[config.mk]
export PLATFORM = sky130hd
export DESIGN_NAME = sram_ctl
export DESIGN_NICKNAME = d
export VERILOG_FILES = /design/src/rtl/sram_ctl_pkg.sv /design/src/rtl/sram_ctl_timer.sv /design/src/rtl/sram_ctl_fsm.sv /design/src/rtl/sram_ctl_dp.sv /design/src/rtl/sram_ctl.sv
export SDC_FILE = /design/constraint.sdc
export NUM_CORES = 1
export LEC_CHECK = 0
export BUFFER_PORTS_ARGS = -buffer_cell sky130_fd_sc_hd__buf_2
export CORE_ASPECT_RATIO = 0.75
export CORE_UTILIZATION = 40
export CTS_BUF_LIST = sky130_fd_sc_hd__clkbuf_16
export DETAILED_ROUTE_END_ITERATION = 12
export HOLD_SLACK_MARGIN = 0.06
export PLACE_DENSITY = 0.69
export SYNTH_ARGS = -nofsm -noshare
export SYNTH_HDL_FRONTEND = slang
export SYNTH_SLANG_ARGS = --single-unit
[constraint.sdc]
create_clock -name clk_i -period 1.5 [get_ports clk_i]
set_input_delay 0.15 -clock clk_i [delete_from_list [all_inputs] [get_ports clk_i]]
set_output_delay 0.15 -clock clk_i [all_outputs]
set_load 0.05 [all_outputs]
[src/rtl/sram_ctl_pkg.sv]
`timescale 1ns/1ps
package sram_ctl_pkg;
  typedef enum logic [2:0] {
    ST_IDLE,
    ST_GAP,
    ST_RD,
    ST_WR_REL,
    ST_WR_DRV,
    ST_WR_END
  } ctl_state_e;

  function automatic int unsigned cdiv(input int unsigned n, input int unsigned d);
    return (n + d - 1) / d;
  endfunction

  function automatic int unsigned umax(input int unsigned a, input int unsigned b);
    return (a > b) ? a : b;
  endfunction
endpackage

[src/rtl/sram_ctl_timer.sv]
`timescale 1ns/1ps
module sram_ctl_timer #(
  parameter int unsigned CNT_W = 3
) (
  input  logic             clk_i,
  input  logic             rst_ni,
  input  logic             load_i,
  input  logic [CNT_W-1:0] load_val_i,
  output logic             done_o
);
  logic [CNT_W-1:0] cnt_q;

  always_ff @(posedge clk_i or negedge rst_ni) begin
    if (!rst_ni)             cnt_q <= '0;
    else if (load_i)         cnt_q <= load_val_i;
    else if (cnt_q != '0)    cnt_q <= cnt_q - 1'b1;
  end

  assign done_o = (cnt_q == '0);
endmodule

[src/rtl/sram_ctl_fsm.sv]
`timescale 1ns/1ps
module sram_ctl_fsm
  import sram_ctl_pkg::*;
#(
  parameter int unsigned CNT_W  = 3,
  parameter int unsigned RD_LD  = 2,
  parameter int unsigned REL_LD = 1,
  parameter int unsigned DRV_LD = 1,
  parameter int unsigned REC_LD = 0
) (
  input  logic             clk_i,
  input  logic             rst_ni,
  input  logic             req_i,
  input  logic             wr_i,
  input  logic             done_i,
  output logic             load_o,
  output logic [CNT_W-1:0] load_val_o,
  output logic             accept_o,
  output logic             capture_o,
  output logic             ready_o,
  output logic             ce_n_o,
  output logic             ce_o,
  output logic             we_n_o,
  output logic             oe_n_o,
  output logic             dq_oe_o
);
  ctl_state_e state_q, state_d;
  logic       prev_rd_q;

  always_comb begin
    state_d    = state_q;
    load_o     = 1'b0;
    load_val_o = '0;
    accept_o   = 1'b0;
    capture_o  = 1'b0;
    unique case (state_q)
      ST_IDLE: if (req_i) begin
        accept_o = 1'b1;
        load_o   = 1'b1;
        if (!wr_i) begin
          state_d    = ST_RD;
          load_val_o = CNT_W'(RD_LD);
        end else if (prev_rd_q) begin
          state_d    = ST_GAP;           // turnaround after a read
        end else begin
          state_d    = ST_WR_REL;
          load_val_o = CNT_W'(REL_LD);
        end
      end
      ST_GAP: begin
        state_d    = ST_WR_REL;
        load_o     = 1'b1;
        load_val_o = CNT_W'(REL_LD);
      end
      ST_RD: if (done_i) begin
        state_d   = ST_IDLE;
        capture_o = 1'b1;
      end
      ST_WR_REL: if (done_i) begin
        state_d    = ST_WR_DRV;
        load_o     = 1'b1;
        load_val_o = CNT_W'(DRV_LD);
      end
      ST_WR_DRV: if (done_i) begin
        state_d    = ST_WR_END;
        load_o     = 1'b1;
        load_val_o = CNT_W'(REC_LD);
      end
      ST_WR_END: if (done_i) state_d = ST_IDLE;
      default: state_d = ST_IDLE;
    endcase
  end

  always_ff @(posedge clk_i or negedge rst_ni) begin
    if (!rst_ni) begin
      state_q   <= ST_IDLE;
      prev_rd_q <= 1'b0;
      ready_o   <= 1'b1;
      ce_n_o    <= 1'b1;
      ce_o      <= 1'b0;
      we_n_o    <= 1'b1;
      oe_n_o    <= 1'b1;
      dq_oe_o   <= 1'b0;
    end else begin
      state_q <= state_d;
      if (capture_o)     prev_rd_q <= 1'b1;
      else if (accept_o) prev_rd_q <= 1'b0;
      // pins registered from next state: glitch-free, aligned with state_q
      ready_o <= (state_d == ST_IDLE);
      ce_n_o  <= !(state_d inside {ST_RD, ST_WR_REL, ST_WR_DRV, ST_WR_END});
      ce_o    <=  (state_d inside {ST_RD, ST_WR_REL, ST_WR_DRV, ST_WR_END});
      we_n_o  <= !(state_d inside {ST_WR_REL, ST_WR_DRV});
      oe_n_o  <= !(state_d == ST_RD);
      dq_oe_o <=  (state_d inside {ST_WR_DRV, ST_WR_END});
    end
  end
endmodule

[src/rtl/sram_ctl_dp.sv]
`timescale 1ns/1ps
module sram_ctl_dp #(
  parameter int unsigned ADDR_W = 13,
  parameter int unsigned DATA_W = 8
) (
  input  logic              clk_i,
  input  logic              rst_ni,
  input  logic              accept_i,
  input  logic              capture_i,
  input  logic [ADDR_W-1:0] addr_i,
  input  logic [DATA_W-1:0] wdata_i,
  input  logic [DATA_W-1:0] mem_dq_i,
  output logic [ADDR_W-1:0] mem_addr_o,
  output logic [DATA_W-1:0] mem_dq_o,
  output logic [DATA_W-1:0] rdata_o,
  output logic              rvalid_o
);
  always_ff @(posedge clk_i or negedge rst_ni) begin
    if (!rst_ni) begin
      mem_addr_o <= '0;
      mem_dq_o   <= '0;
      rdata_o    <= '0;
      rvalid_o   <= 1'b0;
    end else begin
      if (accept_i) begin
        mem_addr_o <= addr_i;
        mem_dq_o   <= wdata_i;
      end
      if (capture_i) rdata_o <= mem_dq_i;
      rvalid_o <= capture_i;
    end
  end
endmodule

[src/rtl/sram_ctl.sv]
`timescale 1ns/1ps
module sram_ctl
  import sram_ctl_pkg::*;
#(
  parameter int unsigned ADDR_W    = 13,
  parameter int unsigned DATA_W    = 8,
  parameter int unsigned CLK_PS    = 5000,
  parameter int unsigned T_AA_PS   = 15000,
  parameter int unsigned T_ACE_PS  = 15000,
  parameter int unsigned T_DOE_PS  = 8000,
  parameter int unsigned T_PWE_PS  = 12000,
  parameter int unsigned T_SD_PS   = 8000,
  parameter int unsigned T_HZWE_PS = 7000,
  parameter int unsigned T_WC_PS   = 15000
) (
  input  logic              clk_i,
  input  logic              rst_ni,
  input  logic              req_i,
  input  logic              wr_i,
  input  logic [ADDR_W-1:0] addr_i,
  input  logic [DATA_W-1:0] wdata_i,
  output logic              ready_o,
  output logic              rvalid_o,
  output logic [DATA_W-1:0] rdata_o,
  output logic              mem_ce_n_o,
  output logic              mem_ce_o,
  output logic              mem_we_n_o,
  output logic              mem_oe_n_o,
  output logic [ADDR_W-1:0] mem_addr_o,
  output logic [DATA_W-1:0] mem_dq_o,
  output logic              mem_dq_oe_o,
  input  logic [DATA_W-1:0] mem_dq_i
);
  localparam int unsigned RD_CYC  = umax(1, cdiv(umax(umax(T_AA_PS, T_ACE_PS), T_DOE_PS), CLK_PS));
  localparam int unsigned REL_CYC = umax(1, cdiv(T_HZWE_PS, CLK_PS));
  localparam int unsigned SD_CYC  = umax(1, cdiv(T_SD_PS, CLK_PS));
  localparam int unsigned PWE_CYC = umax(cdiv(T_PWE_PS, CLK_PS), REL_CYC + SD_CYC);
  localparam int unsigned DRV_CYC = PWE_CYC - REL_CYC;
  localparam int unsigned REC_CYC = (cdiv(T_WC_PS, CLK_PS) > PWE_CYC + 1) ?
                                    cdiv(T_WC_PS, CLK_PS) - PWE_CYC : 1;
  localparam int unsigned MAX_CYC = umax(umax(RD_CYC, REL_CYC), umax(DRV_CYC, REC_CYC));
  localparam int unsigned CNT_W   = $clog2(MAX_CYC + 1);

  logic             load, done, accept, capture;
  logic [CNT_W-1:0] load_val;

  sram_ctl_timer #(.CNT_W(CNT_W)) u_timer (
    .clk_i      (clk_i),
    .rst_ni     (rst_ni),
    .load_i     (load),
    .load_val_i (load_val),
    .done_o     (done)
  );

  sram_ctl_fsm #(
    .CNT_W  (CNT_W),
    .RD_LD  (RD_CYC - 1),
    .REL_LD (REL_CYC - 1),
    .DRV_LD (DRV_CYC - 1),
    .REC_LD (REC_CYC - 1)
  ) u_fsm (
    .clk_i      (clk_i),
    .rst_ni     (rst_ni),
    .req_i      (req_i),
    .wr_i       (wr_i),
    .done_i     (done),
    .load_o     (load),
    .load_val_o (load_val),
    .accept_o   (accept),
    .capture_o  (capture),
    .ready_o    (ready_o),
    .ce_n_o     (mem_ce_n_o),
    .ce_o       (mem_ce_o),
    .we_n_o     (mem_we_n_o),
    .oe_n_o     (mem_oe_n_o),
    .dq_oe_o    (mem_dq_oe_o)
  );

  sram_ctl_dp #(.ADDR_W(ADDR_W), .DATA_W(DATA_W)) u_dp (
    .clk_i      (clk_i),
    .rst_ni     (rst_ni),
    .accept_i   (accept),
    .capture_i  (capture),
    .addr_i     (addr_i),
    .wdata_i    (wdata_i),
    .mem_dq_i   (mem_dq_i),
    .mem_addr_o (mem_addr_o),
    .mem_dq_o   (mem_dq_o),
    .rdata_o    (rdata_o),
    .rvalid_o   (rvalid_o)
  );
endmodule

==> flow_summary.json <==
{
  "yosysMostFrequentCell": "dfrtp_1",
  "fin_skew_ns": 0.004495,
  "hold_viol": 0,
  "min_path_type": "in2reg",
  "synthTopCellsByArea": "dfrtp_1, mux2_2, dfstp_2",
  "grt_pass1_wl_um": 5982,
  "layout_min_cycle_time_ns": 1.502,
  "drt_iter0_markers": 30,
  "path_delay_family": "flip-flops",
  "wl_met3_um": 247,
  "wl_per_cell_um": 15.19,
  "critical_path_class": "reg2reg",
  "dieHeight_um": 59.50,
  "synthFlopType": "dfrtp_1",
  "min_period_over_period_pct": 100.1,
  "clock-root-buffer": "clkbuf_16",
  "critPathMaxStageDelay_ns": 0.41,
  "slew-limit-headroom_pct": 70.46,
  "ios": 69,
  "numCtsBuffers": 5,
  "gp_congestion": 0.8451,
  "synthArstFlopShare_pct": 100.0,
  "area_growth_pct": 48.62,
  "start_util_pct": 42.70,
  "htree_levels": 2,
  "nets": 249,
  "wl_met1_um": 1804,
  "clockBufferDepth": 2,
  "routed.top_layer": "met4",
  "die_area_um2": 4680,
  "post-route-drc-count": 0,
  "violations": "negative setup slack",
  "worstSkewPairLatency_ns": 0.28,
  "track_usage_pct": 17.55,
  "viasPerCell": 4.800,
  "drt-total-wl_um": 4100,
  "outcome": "finished with violations",
  "vias": 1296,
  "antenna_found_initial": 0,
  "syn_area_um2": 1763,
  "crit_slowest_cell": "dfrtp_1",
  "rsz0062_at_grt": "true",
  "yosys-top-cells-count": "dfrtp_1, mux2_2, inv_1",
  "clock_sinks": 42,
  "drtAntennaViolNets": 0,
  "post-dp-hpwl_um": 2702,
  "avgSynthCellArea_um2": 14.45,
  "final_core_util_pct": 63.45,
  "layout_setup_ws_ns": -0.001727,
  "maxCapViolations": 0,
  "fp.coreArea_um2": 4129,
  "first_global_vias": 1291,
  "portBuffers": 68,
  "grt_max_degree": 26,
  "drtPass1Iterations": 4,
  "crit_buf_inv": 2,
  "end_kind": "register",
  "dieWidth_um": 78.66,
  "ys_seq_elements": 42,
  "maxSlewViolCount": 0,
  "fmax_mhz": 665.9,
  "cp_data_required_time_ns": 1.66,
  "rows": 20,
  "worst_pin_slew_ns": 0.4431,
  "synth-edff-count": 0,
  "cts_tree": "built",
  "place_area_um2": 2253,
  "clkTransAtPathRegs_ns": 0.06,
  "crit_chain": "nor4b_4 -> buf_6 -> buf_8 -> mux2_4",
  "final_design_area_no_fill_um2": 2620,
  "yosysWarnings": 0,
  "met2WireLength_um": 1992,
  "synth_top_area_cell": "dfrtp_1",
  "crit_fanout": 7,
  "ys_seq_area_share_pct": 59.90,
  "synth_top_area_share_pct": 53.94,
  "startpoint_type": "register",
  "setup_viol": 2,
  "drive_above_1_share_pct": 67.44,
  "syn_nets": 157,
  "arrival_ns": 1.66,
  "synth_cell_type_count": 37,
  "postSynthCellCount": 122,
  "grt_overflow": 0,
  "antenna_cells": 0
}
[final timing paths]
kind | from | endpoint | slack, ns | depth (start not counted)
setup / recovery | u_fsm.state_q[2] | u_dp.mem_dq_o[6] | -0.002 | 4
min in group asynchronous | rst_ni | u_dp.mem_dq_o[2] | 0.36 | 2
hold reg to reg | u_dp.mem_dq_o[3] | u_dp.mem_dq_o[3] | 0.51 | 1
hold / removal | wdata_i[0] | u_dp.mem_dq_o[0] | 0.1 | 2
setup reg to reg | u_fsm.state_q[2] | u_dp.mem_dq_o[6] | -0.002 | 4
max in group asynchronous | rst_ni | u_fsm.ce_n_o | 0.59 | 3
[registers in the layout, indices dropped and copies added (netlist names)]
signal / cells
u_dp.mem_addr_o: 13
u_dp.mem_dq_o: 8
u_dp.rdata_o: 8
u_fsm.state_q: 3
u_timer.cnt_q: 2
u_dp.rvalid_o: 1
u_fsm.ce_n_o: 1
u_fsm.ce_o: 1
u_fsm.dq_oe_o: 1
u_fsm.oe_n_o: 1
u_fsm.prev_rd_q: 1
u_fsm.ready_o: 1
u_fsm.we_n_o: 1
[layout make-up]
class | instances | area [um^2]
well taps | 55 | 68.82
repair buffers | 92 | 585.6
clock buffers | 5 | 125.1
multi-input cells | 67 | 748.2
inverters | 6 | 22.52
fillers | 299 | 1509
flip-flops and latches | 42 | 1057
clock inverters | 3 | 12.51
[metrics by stage]
step / instances / TNS [ns] / setup WS [ns] / hold slack, ns
after floorplan: 122 / -0.8753 / -0.04878 / -0.1456
after global placement: 253 / -0.4955 / -0.06296 / 0.1214
after detailed placement: 253 / -1.154 / -0.1330 / 0.1293
after CTS: 262 / -0.003224 / -0.001760 / 0.08226
after global routing: 270 / -1.134 / -0.05234 / 0.09501
final: 270 / -0.001885 / -0.001727 / 0.09864
[cells in the final DEF (no fill, tap or decap), types with 2 or more instances in the layout]
master     count
buf_8          3
a21oi_1        2
nand2_1        4
nor2_1         2
nand2b_1       2
dfstp_2        4
mux2_4        21
buf_12         2
clkbuf_16      5
dfrtp_1       37
inv_1          5
buf_4         14
buf_2         68
buf_6          4
mux2_2         8
inv_2          2
[worst reg2reg max path, stage by stage (launching register included)]
cell and delay [ns]:
dfrtp_1 0.41, nor4b_4 0.33, buf_6 0.18, buf_8 0.15
mux2_4 0.31
[logic make-up after synthesis]
logic type                 after synthesis  share of synthesized area, %
muxes                                   30                         19.09
buffers and inverters                   13                         4.755
AOI/OAI and AO/OA                       15                         6.317
xor gates and xnor gates                 1                        0.4969
and+or+nand+nor                         18                         7.453
DFF                                     42                         59.90
adders and majority gates                3                         1.987
[repair_timing]
item,in CTS,in global routing
endpoints found under the setup margin,26,36
endpoints found under the hold margin,17,0
setup buffers,0,6
gates cloned,0,2
pin swaps,1,4
gates resized for setup,9,37
hold buffers,1,0
[routing by layer]
| layer | vias to the layer above | track usage, % |
|---|---|---|
| met5 | - | 0 |
| met4 | 0 | 8.730 |
| met3 | 7 | 5.538 |
| met2 | 50 | 29.32 |
| met1 | 627 | 20.80 |
| li1 | 612 | - |
Power is left out: the tool's default activity adds up to more than one toggle a clock period on the data nets, which glitch-free logic cannot reach.
